--- config.mk ---
export PLATFORM = sky130hd
export DESIGN_NAME = rx_addr_gate
export DESIGN_NICKNAME = d
export VERILOG_FILES = /design/src/rtl/rx_addr_gate.sv
export SDC_FILE = /design/constraint.sdc
export NUM_CORES = 1
export LEC_CHECK = 0
export ABC_AREA = 1
export ABC_CLOCK_PERIOD_IN_PS = 3700
export BUFFER_PORTS_ARGS = -buffer_cell sky130_fd_sc_hd__buf_2
export CORE_UTILIZATION = 40
export CTS_BUF_LIST = sky130_fd_sc_hd__clkbuf_4
export CTS_CLUSTER_DIAMETER = 120
export DETAILED_ROUTE_END_ITERATION = 10
export GPL_ROUTABILITY_DRIVEN = 0
export SLEW_MARGIN = 25
export SYNTH_ARGS = -nofsm -noshare
export SYNTH_HDL_FRONTEND = slang
export SYNTH_SLANG_ARGS = --single-unit
--- constraint.sdc ---
create_clock -name clk -period 3.7 [get_ports clk]
set_input_delay 0.37 -clock clk [delete_from_list [all_inputs] [get_ports clk]]
set_output_delay 0.37 -clock clk [all_outputs]
set_load 0.05 [all_outputs]
--- src/rtl/rx_addr_gate.sv ---
module rx_addr_gate #(
  parameter int LEN_W     = 16,
  parameter int HDR_BYTES = 14,
  parameter int CRC_BYTES = 4,
  parameter int STD_MAX   = 1518,
  parameter int SIZE_RST  = 2048
) (
  input  logic             clk,
  input  logic             rst_n,
  input  logic             cfg_we,
  input  logic [2:0]       cfg_sel,
  input  logic [31:0]      cfg_wdata,
  input  logic [2:0]       cfg_rsel,
  output logic [31:0]      cfg_rdata,
  input  logic             dst_valid,
  input  logic [47:0]      dst_addr,
  input  logic             len_valid,
  input  logic [LEN_W-1:0] frm_len,
  output logic             res_valid,
  output logic             res_accept,
  output logic             res_seen,
  output logic             res_ovf,
  output logic             res_toolong,
  output logic             res_longtag,
  output logic [LEN_W-1:0] res_len
);

  localparam int LIM_W = LEN_W + 1;
  localparam logic [LIM_W-1:0] LEN_CEIL = LIM_W'((1 << LEN_W) - 1 - CRC_BYTES);
  localparam logic [LIM_W-1:0] HDR_MIN  = LIM_W'(HDR_BYTES);
  localparam logic [LIM_W-1:0] STD_LIM  = LIM_W'(STD_MAX);
  localparam logic [LIM_W-1:0] CRC_ADD  = LIM_W'(CRC_BYTES);

  logic acc_uni, acc_multi, acc_bcast, cmp_inv, cmp_en, cam0;
  logic [31:0] sta_hi;
  logic [15:0] sta_lo;
  logic [LEN_W-1:0] max_sz;
  logic long_en, strip;

  always_ff @(posedge clk) begin
    if (!rst_n) begin
      {cmp_en, cmp_inv, acc_bcast, acc_multi, acc_uni} <= '0;
      cam0    <= 1'b0;
      sta_hi  <= '0;
      sta_lo  <= '0;
      max_sz  <= LEN_W'(SIZE_RST);
      long_en <= 1'b0;
      strip   <= 1'b0;
    end else if (cfg_we) begin
      case (cfg_sel)
        3'd0: {cmp_en, cmp_inv, acc_bcast, acc_multi, acc_uni} <= cfg_wdata[4:0];
        3'd1: cam0 <= cfg_wdata[0];
        3'd2: sta_hi <= cfg_wdata;
        3'd3: sta_lo <= cfg_wdata[31:16];
        3'd4: {strip, long_en, max_sz} <= cfg_wdata[LEN_W+1:0];
        default: ;
      endcase
    end
  end

  always_comb begin
    case (cfg_rsel)
      3'd0: cfg_rdata = {27'd0, cmp_en, cmp_inv, acc_bcast, acc_multi, acc_uni};
      3'd1: cfg_rdata = {31'd0, cam0};
      3'd2: cfg_rdata = sta_hi;
      3'd3: cfg_rdata = {sta_lo, 16'd0};
      3'd4: cfg_rdata = 32'({strip, long_en, max_sz});
      default: cfg_rdata = '0;
    endcase
  end

  logic have_dst, have_len;
  logic [47:0] dst_q;
  logic [LEN_W-1:0] len_q;

  wire [47:0]      eff_dst = dst_valid ? dst_addr : dst_q;
  wire [LEN_W-1:0] eff_len = len_valid ? frm_len : len_q;
  wire ready = (dst_valid | have_dst) & (len_valid | have_len);

  wire is_bc  = &eff_dst;
  wire is_mc  = eff_dst[40] & ~is_bc;
  wire uni_hit = cmp_en & cam0 & (eff_dst == {sta_hi, sta_lo});
  wire pass_filt = is_bc ? (cmp_inv | acc_bcast) :
                   is_mc ? (cmp_inv | acc_multi) :
                           (acc_uni | (uni_hit ^ cmp_inv));

  wire [LIM_W-1:0] len_w    = {1'b0, eff_len};
  wire [LIM_W-1:0] len_plus = len_w + CRC_ADD;
  wire len_ok   = (len_w >= HDR_MIN) && (len_w <= LEN_CEIL);
  wire over_dma = len_plus > {1'b0, max_sz};
  wire over_std = len_plus > STD_LIM;
  wire fits     = len_ok & pass_filt & ~over_dma;
  wire n_acc    = fits & (~over_std | long_en);

  always_ff @(posedge clk) begin
    if (!rst_n) begin
      have_dst <= 1'b0;
      have_len <= 1'b0;
      dst_q    <= '0;
      len_q    <= '0;
      res_valid <= 1'b0;
      res_accept <= 1'b0;
      res_seen <= 1'b0;
      res_ovf <= 1'b0;
      res_toolong <= 1'b0;
      res_longtag <= 1'b0;
      res_len <= '0;
    end else if (ready) begin
      have_dst    <= 1'b0;
      have_len    <= 1'b0;
      res_valid   <= 1'b1;
      res_accept  <= n_acc;
      res_seen    <= len_ok;
      res_ovf     <= len_ok & pass_filt & over_dma;
      res_toolong <= fits & over_std & ~long_en;
      res_longtag <= n_acc & over_std;
      res_len     <= n_acc ? (strip ? eff_len : len_plus[LEN_W-1:0]) : '0;
    end else begin
      res_valid <= 1'b0;
      res_accept <= 1'b0;
      res_seen <= 1'b0;
      res_ovf <= 1'b0;
      res_toolong <= 1'b0;
      res_longtag <= 1'b0;
      res_len <= '0;
      if (dst_valid) begin
        have_dst <= 1'b1;
        dst_q    <= dst_addr;
      end
      if (len_valid) begin
        have_len <= 1'b1;
        len_q    <= frm_len;
      end
    end
  end

  p_cam_bits_r4: assert property (@(posedge clk) disable iff (!rst_n)
    (cfg_rsel == 3'd1) |-> (cfg_rdata[31:1] == 31'd0));

  p_silent_r6: assert property (@(posedge clk) disable iff (!rst_n)
    (res_valid && !res_seen) |-> (!res_accept && !res_ovf && !res_toolong && res_len == '0));

  p_one_reason_r7: assert property (@(posedge clk) disable iff (!rst_n)
    res_valid |-> ($countones({res_accept, res_ovf, res_toolong}) <= 1));

  p_tag_r8: assert property (@(posedge clk) disable iff (!rst_n)
    res_longtag |-> (res_accept && res_len > LEN_W'(STD_MAX - CRC_BYTES)));

  p_len_r10: assert property (@(posedge clk) disable iff (!rst_n)
    res_accept |-> (res_len >= LEN_W'(HDR_BYTES)));

  p_quiet_r11: assert property (@(posedge clk) disable iff (!rst_n)
    !res_valid |-> !(res_accept || res_seen || res_ovf || res_toolong || res_longtag));

  p_pulse_r11: assert property (@(posedge clk) disable iff (!rst_n)
    (res_valid && !dst_valid && !len_valid) |=> !res_valid);

endmodule

==> impl_metrics.tcl <==
set metrics [dict create \
    fin_ws_ns 0.504 \
    worstSetupPathType "flop to flop" \
    seq_area_frac_synth_pct 37.6 \
    fp.dieW_um 148 \
    ys_seq_elements 160 \
    start_util_pct 40.6 \
    required_ns 4.18 \
    slew_viol_final 0 \
    dp_slack_ns 0.276 \
    cts_max_level 4 \
    synthFlopType "dfxtp_1" \
    route.vias.total 8946 \
    synth.most_common_cell "nand2_1" \
    cts-root-buf "clkbuf_4" \
    layout_min_cycle_time_ns 3.20 \
    io_buffers 160 \
    cts_tree "built" \
    irDropWorstVdd_v 0.000205 \
    syn_avg_cell_area_um2 6.56 \
    clockBufferDepth 2 \
    synth_cell_types 34 \
    finalCritPeriodShare_pct 86.4 \
    path_clk_slew_ns 0.13 \
    cts.sinks 160 \
    synth_warnings 0 \
    syn_nets 1423 \
    post_cts_resized 0 \
    postCtsSetupBuffers 0 \
    power.leakage_uw 0.00474 \
    path_max_fanout 18 \
    hp-class "input pin to flop" \
    drtIter0Drc 739 \
    powerDensity_nw_per_um2 387 \
    max-slew-margin-rel_pct 35.2 \
    startpoint_type "flop" \
    drive_gt1_share_pct 16.6 \
    end_kind "flop" \
    grt_max_degree 74 \
    finClkSkew_ns 0.0188 \
    drtPass1Iterations 5 \
    crit_arrival_ns 3.67 \
    max_freq_mhz 313 \
    finalSetupViolations 0 \
    setup-tns-final_ns 0 \
    worst_pin_slew_ns 0.970 \
    status "completed" \
    grt_pass1_wl_mm 44.1 \
    clk-insertion-delay-late_ns 0.58 \
    syn_inst 1298 \
    drc 0 \
    coreArea_um2 21000 \
    antenna_left 0 \
    synth_area_um2 8520 \
    maxCapViolCount 0 \
    ys_top_cells_by_count "394 x nand2_1, 181 x inv_1, 160 x dfxtp_1, 116 x o21ai_0, 79 x a21oi_1" \
    synth-edff-count 0 \
    synth_top_area_share_pct 37.6 \
    fill_cells 2301 \
    die_y_um 148 \
    grt-ovfl-total 0 \
    grt_antenna_before_repair 1 \
    area_growth_pct 16.4 \
    utilization_pct 47.3 \
    rsz0062_at_grt "no" \
    postCtsHoldBufs 0 \
    nets 1565 \
    synth_area_leaders "dfxtp_1 38%, nand2_1 17%, inv_1 8.0%, o21ai_0 6.8%, a21oi_1 4.6%" \
    grt_pass1_vias 8253 \
    dp_hpwl_mm 21.2 \
    wl_per_cell_um 16.3 \
    grt_use_total_pct 26.3 \
    vias_per_cell 5.17 \
    async_reset_ff_share_pct 0 \
    hold_violations 0 \
    rows 53 \
    cts_buffers 17 \
    totalWireLength_mm 28.2 \
    synth_top_area_cell "dfxtp_1" \
    finalNonFillerCells 1729 \
    dp.cells 1696 \
    die_area_um2 21900 \
    io_pins 161 \
]
worst max-delay path, stage by stage (launching register included):
cell and delay (ns):
dfxtp_1 0.34, inv_1 0.06, o21ai_1 0.46, nand2_1 0.18, nor2_1 0.23, nand4_1 0.12, nand2_1 0.14, inv_1 0.06
ha_1 0.26, nand2_1 0.06, inv_1 0.05, nand3_1 0.07, nor3_1 0.20, nand2_1 0.08, nand2_1 0.06, nand2_1 0.04
nand2_1 0.05, nand2_1 0.04, nand2_1 0.05, nand2_1 0.04, nand2_1 0.07, inv_1 0.08, nand4_4 0.10, buf_12 0.19
nor2_1 0.06
state kept, by name, indices dropped and copies added, names as in the netlist, 16 cells and up:
name / count
dst_q: 48
sta_hi: 32
len_q: 16
max_sz: 16
res_len: 16
sta_lo: 16
layout make-up:
class | instances | area [µm²] | area share, %
diodes | 1 | 2.50 | 0.0252
clock buffers | 19 | 143 | 1.44
clock inverters | 13 | 193 | 1.94
inverters | 192 | 723 | 7.30
multi-input cells | 891 | 4340 | 43.8
flip-flops and latches | 160 | 3200 | 32.3
well taps | 275 | 344 | 3.47
repair buffers | 178 | 961 | 9.70
power breakdown:
part	total (µW)	internal, µW	switching [µW]	leakage (µW)
Combinational	740	233	507	0.00325
Sequential	1850	1810	38.7	0.00131
Clock	1250	610	640	0.000179
Total	3840	2650	1190	0.00474
stage by stage:
step                      total power (µW)  area (µm²)  hold WS, ns
after detailed placement              2610        9570        0.440
after global routing                  4020        9910       0.0357
final                                 3840        9910       0.0301
after floorplan                       2360        8520        0.426
after CTS                             3840        9910      0.00551
after global placement                2610        9570        0.437
path summary, 6_finish.rpt:
check | startpoint | to | slack (ns) | cells past startpoint
min | cfg_wdata[11] | max_sz[11]$_SDFFE_PN1P_ | 0.03 | 3
max reg2reg | len_q[5]$_SDFFE_PN0N_ | res_len[2]$_SDFF_PN0_ | 0.50 | 24
max | len_q[5]$_SDFFE_PN0N_ | res_len[2]$_SDFF_PN0_ | 0.50 | 24
min reg2reg | dst_q[17]$_SDFFE_PN0N_ | dst_q[17]$_SDFFE_PN0N_ | 0.47 | 2
cells in the final DEF, fill, tap and decap left out, drive strengths merged, types with 6 or more instances in the layout:
master | Yosys | routed
dfxtp | 160 | 160
o22ai | 54 | 54
inv | 190 | 190
o21ai | 122 | 122
ha | 18 | 18
o221ai | 6 | 6
nor2 | 75 | 75
nand3 | 74 | 74
buf | 18 | 178
clkbuf | 37 | 19
nand4 | 20 | 20
clkinv | 2 | 9
nand2 | 404 | 404
nor3 | 9 | 9
a22o | 16 | 16
nor4 | 6 | 6
a21oi | 79 | 79
cell families after synthesis:
| kind of cell | count (synthesis) | synth area share [%] |
|---|---|---|
| AO/OA/AOI/OAI | 280 | 18.4 |
| XOR/XNOR | 3 | 0.309 |
| adder cells (fa/ha/maj) | 18 | 2.64 |
| buffers and inverters | 247 | 11.4 |
| flip-flops | 160 | 37.6 |
| AND/OR/NAND/NOR | 590 | 29.6 |
per-layer routing:
metal  GRT usage [%]  up-vias  share of wire, %
met1            37.7     4036                47
met3            4.44       42               8.1
li1                -     4512                 -
met4            10.4        0               3.0
met5               0        -                 0
met2            39.1      356                42
Power figures use the tool's default switching activity.
